## config.mk

```make
export PLATFORM = sky130hd
export DESIGN_NAME = cbist_chain
export DESIGN_NICKNAME = d
export VERILOG_FILES = /design/src/rtl/cbist_pkg.sv /design/src/rtl/cbist_rst_sync.sv /design/src/rtl/cbist_cell.sv /design/src/rtl/cbist_ring.sv /design/src/rtl/cbist_chain.sv
export SDC_FILE = /design/constraint.sdc
export NUM_CORES = 1
export LEC_CHECK = 0
export BUFFER_PORTS_ARGS = -buffer_cell sky130_fd_sc_hd__buf_4
export CAP_MARGIN = 20
export CORE_UTILIZATION = 40
export DETAILED_ROUTE_END_ITERATION = 8
export GPL_TIMING_DRIVEN = 1
export PLACE_DENSITY = 0.8
export SYNTH_ARGS = -nofsm -noshare
export SYNTH_HDL_FRONTEND = slang
export SYNTH_SLANG_ARGS = --single-unit
```

## constraint.sdc

```tcl
create_clock -name clk -period 0.85 [get_ports clk]
set_input_delay 0 -clock clk [delete_from_list [all_inputs] [get_ports clk]]
set_output_delay 0 -clock clk [all_outputs]
set_load 0.03 [all_outputs]
```

## src/rtl/cbist_pkg.sv

```systemverilog
package cbist_pkg;

  typedef enum logic [1:0] {
    CB_CLEAR = 2'b00,
    CB_FUNC  = 2'b01,
    CB_SHIFT = 2'b10,
    CB_SIG   = 2'b11
  } cb_mode_e;

endpackage

```

## src/rtl/cbist_rst_sync.sv

```systemverilog
module cbist_rst_sync #(
  parameter int STAGES = 2
) (
  input  logic clk,
  input  logic rst_n,
  output logic rst_n_sync
);

  logic [STAGES-1:0] sync_q;
  logic [STAGES-1:0] sync_d;

  always_comb begin
    sync_d = {sync_q[STAGES-2:0], 1'b1};
  end

  always_ff @(posedge clk or negedge rst_n) begin
    if (!rst_n) begin
      sync_q <= '0;
    end else begin
      sync_q <= sync_d;
    end
  end

  assign rst_n_sync = sync_q[STAGES-1];

endmodule

```

## src/rtl/cbist_cell.sv

```systemverilog
module cbist_cell
  import cbist_pkg::*;
(
  input  logic     clk,
  input  logic     rst_n,
  input  cb_mode_e mode,
  input  logic     d,
  input  logic     shift_src,
  input  logic     fb_src,
  output logic     q
);

  logic q_r;
  logic q_nxt;

  always_comb begin
    unique case (mode)
      CB_CLEAR: q_nxt = 1'b0;
      CB_FUNC:  q_nxt = d;
      CB_SHIFT: q_nxt = shift_src;
      default:  q_nxt = d ^ fb_src;
    endcase
  end

  always_ff @(posedge clk or negedge rst_n) begin
    if (!rst_n) begin
      q_r <= 1'b0;
    end else begin
      q_r <= q_nxt;
    end
  end

  assign q = q_r;

endmodule

```

## src/rtl/cbist_ring.sv

```systemverilog
module cbist_ring
  import cbist_pkg::*;
#(
  parameter int WIDTH = 16
) (
  input  logic             clk,
  input  logic             rst_n,
  input  cb_mode_e         mode,
  input  logic [WIDTH-1:0] d,
  input  logic             scan_in,
  output logic [WIDTH-1:0] q
);

  localparam int LAST = WIDTH - 1;

  logic [WIDTH-1:0] q_w;

  for (genvar i = 0; i < WIDTH; i++) begin : g_cell
    if (i == 0) begin : g_head
      cbist_cell u_cell (
        .clk       (clk),
        .rst_n     (rst_n),
        .mode      (mode),
        .d         (d[0]),
        .shift_src (scan_in),
        .fb_src    (q_w[LAST]),
        .q         (q_w[0])
      );
    end else begin : g_body
      cbist_cell u_cell (
        .clk       (clk),
        .rst_n     (rst_n),
        .mode      (mode),
        .d         (d[i]),
        .shift_src (q_w[i-1]),
        .fb_src    (q_w[i-1]),
        .q         (q_w[i])
      );
    end
  end

  assign q = q_w;

  // Support for checks: set once the ring has been out of reset for one edge.
  logic live_q;
  always_ff @(posedge clk or negedge rst_n) begin
    if (!rst_n) begin
      live_q <= 1'b0;
    end else begin
      live_q <= 1'b1;
    end
  end

  logic [WIDTH-1:0] rot_q;
  logic [WIDTH-1:0] shf_q;
  assign rot_q = {q_w[LAST-1:0], q_w[LAST]};
  assign shf_q = {q_w[LAST-1:0], scan_in};


  clear_load_chk: assert property (@(posedge clk) disable iff (!rst_n)
    (live_q && $past(mode) == CB_CLEAR) |-> (q_w == '0));


  func_load_chk: assert property (@(posedge clk) disable iff (!rst_n)
    (live_q && $past(mode) == CB_FUNC) |-> (q_w == $past(d)));


  shift_load_chk: assert property (@(posedge clk) disable iff (!rst_n)
    (live_q && $past(mode) == CB_SHIFT) |-> (q_w == $past(shf_q)));


  sig_load_chk: assert property (@(posedge clk) disable iff (!rst_n)
    (live_q && $past(mode) == CB_SIG) |-> (q_w == ($past(d) ^ $past(rot_q))));

endmodule

```

## src/rtl/cbist_chain.sv

```systemverilog
module cbist_chain
  import cbist_pkg::*;
#(
  parameter int WIDTH       = 16,
  parameter int SYNC_STAGES = 2
) (
  input  logic             clk,
  input  logic             rst_n,
  input  logic [1:0]       mode,
  input  logic [WIDTH-1:0] sys_d,
  input  logic             scan_in,
  output logic [WIDTH-1:0] q_state,
  output logic             scan_out
);

  logic     rst_n_i;
  cb_mode_e mode_e;

  assign mode_e = cb_mode_e'(mode);

  cbist_rst_sync #(
    .STAGES (SYNC_STAGES)
  ) u_rst_sync (
    .clk        (clk),
    .rst_n      (rst_n),
    .rst_n_sync (rst_n_i)
  );

  cbist_ring #(
    .WIDTH (WIDTH)
  ) u_ring (
    .clk     (clk),
    .rst_n   (rst_n_i),
    .mode    (mode_e),
    .d       (sys_d),
    .scan_in (scan_in),
    .q       (q_state)
  );

  assign scan_out = q_state[WIDTH-1];

endmodule

```

# After elaboration in Yosys (flattened, before gate mapping)
# Index checks and enable logic that the tools add are counted.
# classes
n_eq_ne,2
muxes,16
bitwise_logic,16
n_reduce_logical,1
# ops
op,n
$pmux 1 s3,16
$xor 1x1->1,16
$eq 2x1->1 const B,1
$eq 2x2->1 const B,1
$logic_not 2->1,1
# totals
regBits,18
input_bits,21
elab_cells,52

# Depth between registers and ports, before layout
# depth
depth_word,2
mapped_depth,4
ltp_nobuf,3

# Cells and area by module
# From an unflattened synthesis, not the netlist that was laid out.
# unflattened
hier_cells,84
area_unflattened_um2,1022.2
# by_module_without_submodules
module,n_inst,cells_each,area_per_inst_um2,seq_area_each_um2
cbist_cell,16,5,60.1,25.0
cbist_rst_sync,1,3,53.8,50.0
cbist_chain,1,1,7.5,0.0

# Least setup slack after synthesis
# Ideal clock, no wire load.
# synth_timing
path_kind,reg2reg
from,register u_ring.g_cell[15].g_body.u_cell.q_r
to,register u_ring.g_cell[0].g_head.u_cell.q_r
setup_time_ns,0.079
arrival_ns,0.858
required_ns,0.771
slack_ns,-0.088
path_stages_with_launch,4
path_cell_list,dfrtp_1 > nand2_1 > xor2_1 > mux2i_1
# synth_via
elab_chain_cells,2
# synth_rtl
item,line_no,rtl
from (decl),cbist_cell.sv:13,logic q_r;
from (signal assigned),cbist_cell.sv:29,q_r <= q_nxt;
$xor 1x1->1,cbist_cell.sv:21,default: q_nxt = d ^ fb_src;
$pmux 1 s3,cbist_cell.sv:17,unique case (mode)
via u_ring.g_cell[0].g_head.u_cell.q_nxt,cbist_cell.sv:14,logic q_nxt;
to (signal assigned),cbist_cell.sv:29,
to (decl),cbist_cell.sv:13,
# The timed path passes the listed nets, and every way through them passes these cells.

# Final worst setup path
# layout_timing
from,register u_ring.g_cell[15].g_body.u_cell.q_r
to,output scan_out
# layout_lines
item,line_no,rtl
to (decl),cbist_chain.sv:13,output logic scan_out
# No word-level cell between the ends.

==> results.txt <==
Part of the Yosys area used for sequential elements: 0.5049
Slowest CP cell: dfrtp_2
Die X: 49.23 um
Top cell type by total area after synthesis: dfrtp_1
Switching part of the total: 0.3116
Count of nets after finishing: 155
Worst-skew pair later-pin latency: 280 ps
Multi-input combinational cell area: 276.5 um2
Startpoint-to-endpoint class of the critical path: register to output port
Final-report hold violation count: 0
Buffers & Inverters on Critical Path: 1
CTS tree: built
Maximum clock insertion buffer count: 2
Chip height: 49.23 um
Total global routing overflow: 0
Antenna Violating Nets Remaining: 0
Arrival @ worst endpoint: 870 ps
Max H-tree Level: 1
Proportion of power drawn by flip-flops and latches: 0.436
Post-detailed-route via-to-cell ratio: 4.231
Post-Synthesis Cell Area: 892.1 um2
Worst reg2reg path depth: 3
Worst clock skew: 3.522 ps
Delay contributed by the slowest stage of the critical path: 440 ps
Post-DR wirelength/cell: 12.03 um
Port-buffer cells: 37
Maximum frequency from static timing analysis: 1153 MHz
DRC violation total after the first TritonRoute iteration: 7
Family of cells with the greatest summed delay on the critical path: flip-flops
Final Slew Violations: 0
Warning count from the yosys run: 0
Effective utilization at floorplan: 0.4412
Post-Syn Instances: 88
Combinational fraction of design power: 0.350
Placed cell areas: 1047 um2
Average cell area after synthesis: 10.14 um2
Share of post-route cells with drive strength above 1: 0.3684
Final TNS setup: -35.82 ps
Nets in the synthesized netlist: 109
Summed area of non-filler cells in the final layout: 1373 um2
Kind of start point of the critical path: register
Status: finished with violations
Required time at the endpoint of the critical path: 850 ps
Maximum ir drop on the vdd rail: 1.156 mV
Ports: 38
Levels on crit path: 1
Capturing element type of the critical path: output port
Post-layout min period: 867.0 ps
Total of max-cap violations: 0
Final-layout worst hold slack: 28.40 ps
Cells traversed along the worst timing path: buf_6
Hold WC Path Type: input port to asynchronous set/reset pin
Setup slack on the worst flop-to-flop path: 0 ps
Number of distinct library cell variants in the gate-level netlist after synthesis: 8
Antenna diodes: 0
Routed WL: 1.924 mm
Largest net degree at the start of global routing: 18
Worst reg2reg startpoint: u_ring.g_cell[15].g_body.u_cell.q
Cell at the root of the clock tree: clkbuf_4
Post-route clock period utilization: 1.020
Synth top area cells: dfrtp_1 (50%), xor2_1 (16%), buf_4 (13%)
Via count: 677
Number of optimization iterations in the first detailed-route pass: 5
Endpoint of the worst-slack reg-to-reg timing path: u_ring.g_cell[0].g_head.u_cell.q
Final-layout fill cell count: 173
Final worst setup slack: -17.02 ps
Power density over the cells: 1741 nW/um2
Number of global-route vias before repair: 734
Clock transition at path regs: 100 ps
Last weighted congestion value of the routability-driven placer: 0.6446
Setup violations, final: 4
Number of antenna violations at the first check in global routing: 0
Clock Sink Count: 18
Area fraction of the dominant cell type after synthesis: 0.5049
First-pass GRT wire length: 3.125 mm
Tot GR Track Use: 0.1705
Area enclosed by the die boundary: 2423 um2
Total area of sequential cells: 451.7 um2
Proportion of power drawn by the clock network: 0.214
Remaining routing DRC violations: 0
Net switching power: 0.7447 mW
Std cell rows: 16
Number of buffers inserted during clock tree synthesis: 3
DP Wirelength: 1.161 mm
Placeable core area: 2022 um2
Critical-path maximum fanout: 3
Failing checks: negative setup slack
Post-synthesis register bit count: 18
Unrepaired setup endpoints after global routing: yes
Leak: 0.6614 nW
Internal portion of total power: 1.645 mW
Area growth from synthesis to layout: 53.86%
## logic make-up after synthesis
kind of cell | after synthesis | share of synthesized area
muxes | 1 | 0.01122
other | 1 | 0.004204
DFF | 18 | 0.5049
and+or+nand+nor | 32 | 0.1375
xor gates and xnor gates | 16 | 0.1571
buffers and inverters | 20 | 0.1851
## sequential cells by signal, indices dropped and copies added (netlist names)
register	flops
u_ring.g_cell.g_head.u_cell.q	1
u_ring.g_cell.g_body.u_cell.q	15
u_rst_sync.sync_q	2
## cell usage in the layout (no fill, tap or decap)
master	instances
buf_6	19
conb_1	1
nand2_2	1
dfrtp_1	17
mux2i_1	1
xor2_1	16
nand2_1	31
dfrtp_2	1
buf_4	24
dlygate4sd3_1	18
clkbuf_4	3
clkbuf_8	1
## through the flow
| step | total power [mW] | setup slack, ps | utilization | cells |
|---|---|---|---|---|
| after floorplan | 1.564 | -33.12 | - | 88 |
| after global placement | 1.672 | 55.95 | 0.5179 | 133 |
| after detailed placement | 1.687 | 19.33 | 0.5179 | 133 |
| after CTS | 2.388 | -32.14 | 0.6677 | 159 |
| after global routing | 2.509 | -52.99 | 0.6788 | 160 |
| final | 2.390 | -17.02 | 0.6788 | 160 |
## repair_timing
action	4_1_cts	5_1_grt
resized for setup	15	4
hold buffers	18	0
pin swaps	1	2
endpoints found under the hold margin	18	0
setup buffers	4	1
setup endpoints to repair	16	20
## power groups by stage
| stage | Sequential, mW | Combinational [mW] | Clock, mW |
|---|---|---|---|
| after floorplan | 1.05 | 0.517 | 0 |
| final | 1.04 | 0.837 | 0.512 |
| after global placement | 1.03 | 0.638 | 0 |
| after global routing | 1.06 | 0.884 | 0.569 |
| after CTS | 1.04 | 0.813 | 0.539 |
| after detailed placement | 1.04 | 0.648 | 0 |
## metal layers
metal  global-route usage  part of all wire  vias up
li1                     -                 -      334
met1               0.1850              0.42      314
met2               0.3311              0.53       29
met3              0.02181             0.047        0
met4              0.05882                 0        0
met5                    0                 0        -
## final cells by class
class,count,share of cell area
clock buffers,4,0.02644
multi-input cells,50,0.2015
flip-flops and latches,18,0.3291
well taps,27,0.02461
repair buffers,61,0.4184
## worst max-delay path by stage
stage | to | from | slack [ps]
after global routing | u_ring.g_cell[0].g_head.u_cell.q | u_ring.g_cell[15].g_body.u_cell.q | -50
after global placement | u_ring.g_cell[0].g_head.u_cell.q | u_ring.g_cell[15].g_body.u_cell.q | 60
after CTS | scan_out | u_ring.g_cell[15].g_body.u_cell.q | -30
final | scan_out | u_ring.g_cell[15].g_body.u_cell.q | -20
after detailed placement | u_ring.g_cell[0].g_head.u_cell.q | u_ring.g_cell[15].g_body.u_cell.q | 20
after floorplan | u_ring.g_cell[0].g_head.u_cell.q | u_ring.g_cell[15].g_body.u_cell.q | -30
## synth_stat cells (all sizes together)
cell type,number
buf,20
conb,1
dfrtp,18
mux2i,1
nand2,32
xor2,16
No activity file was read; power rests on OpenSTA's default activity.
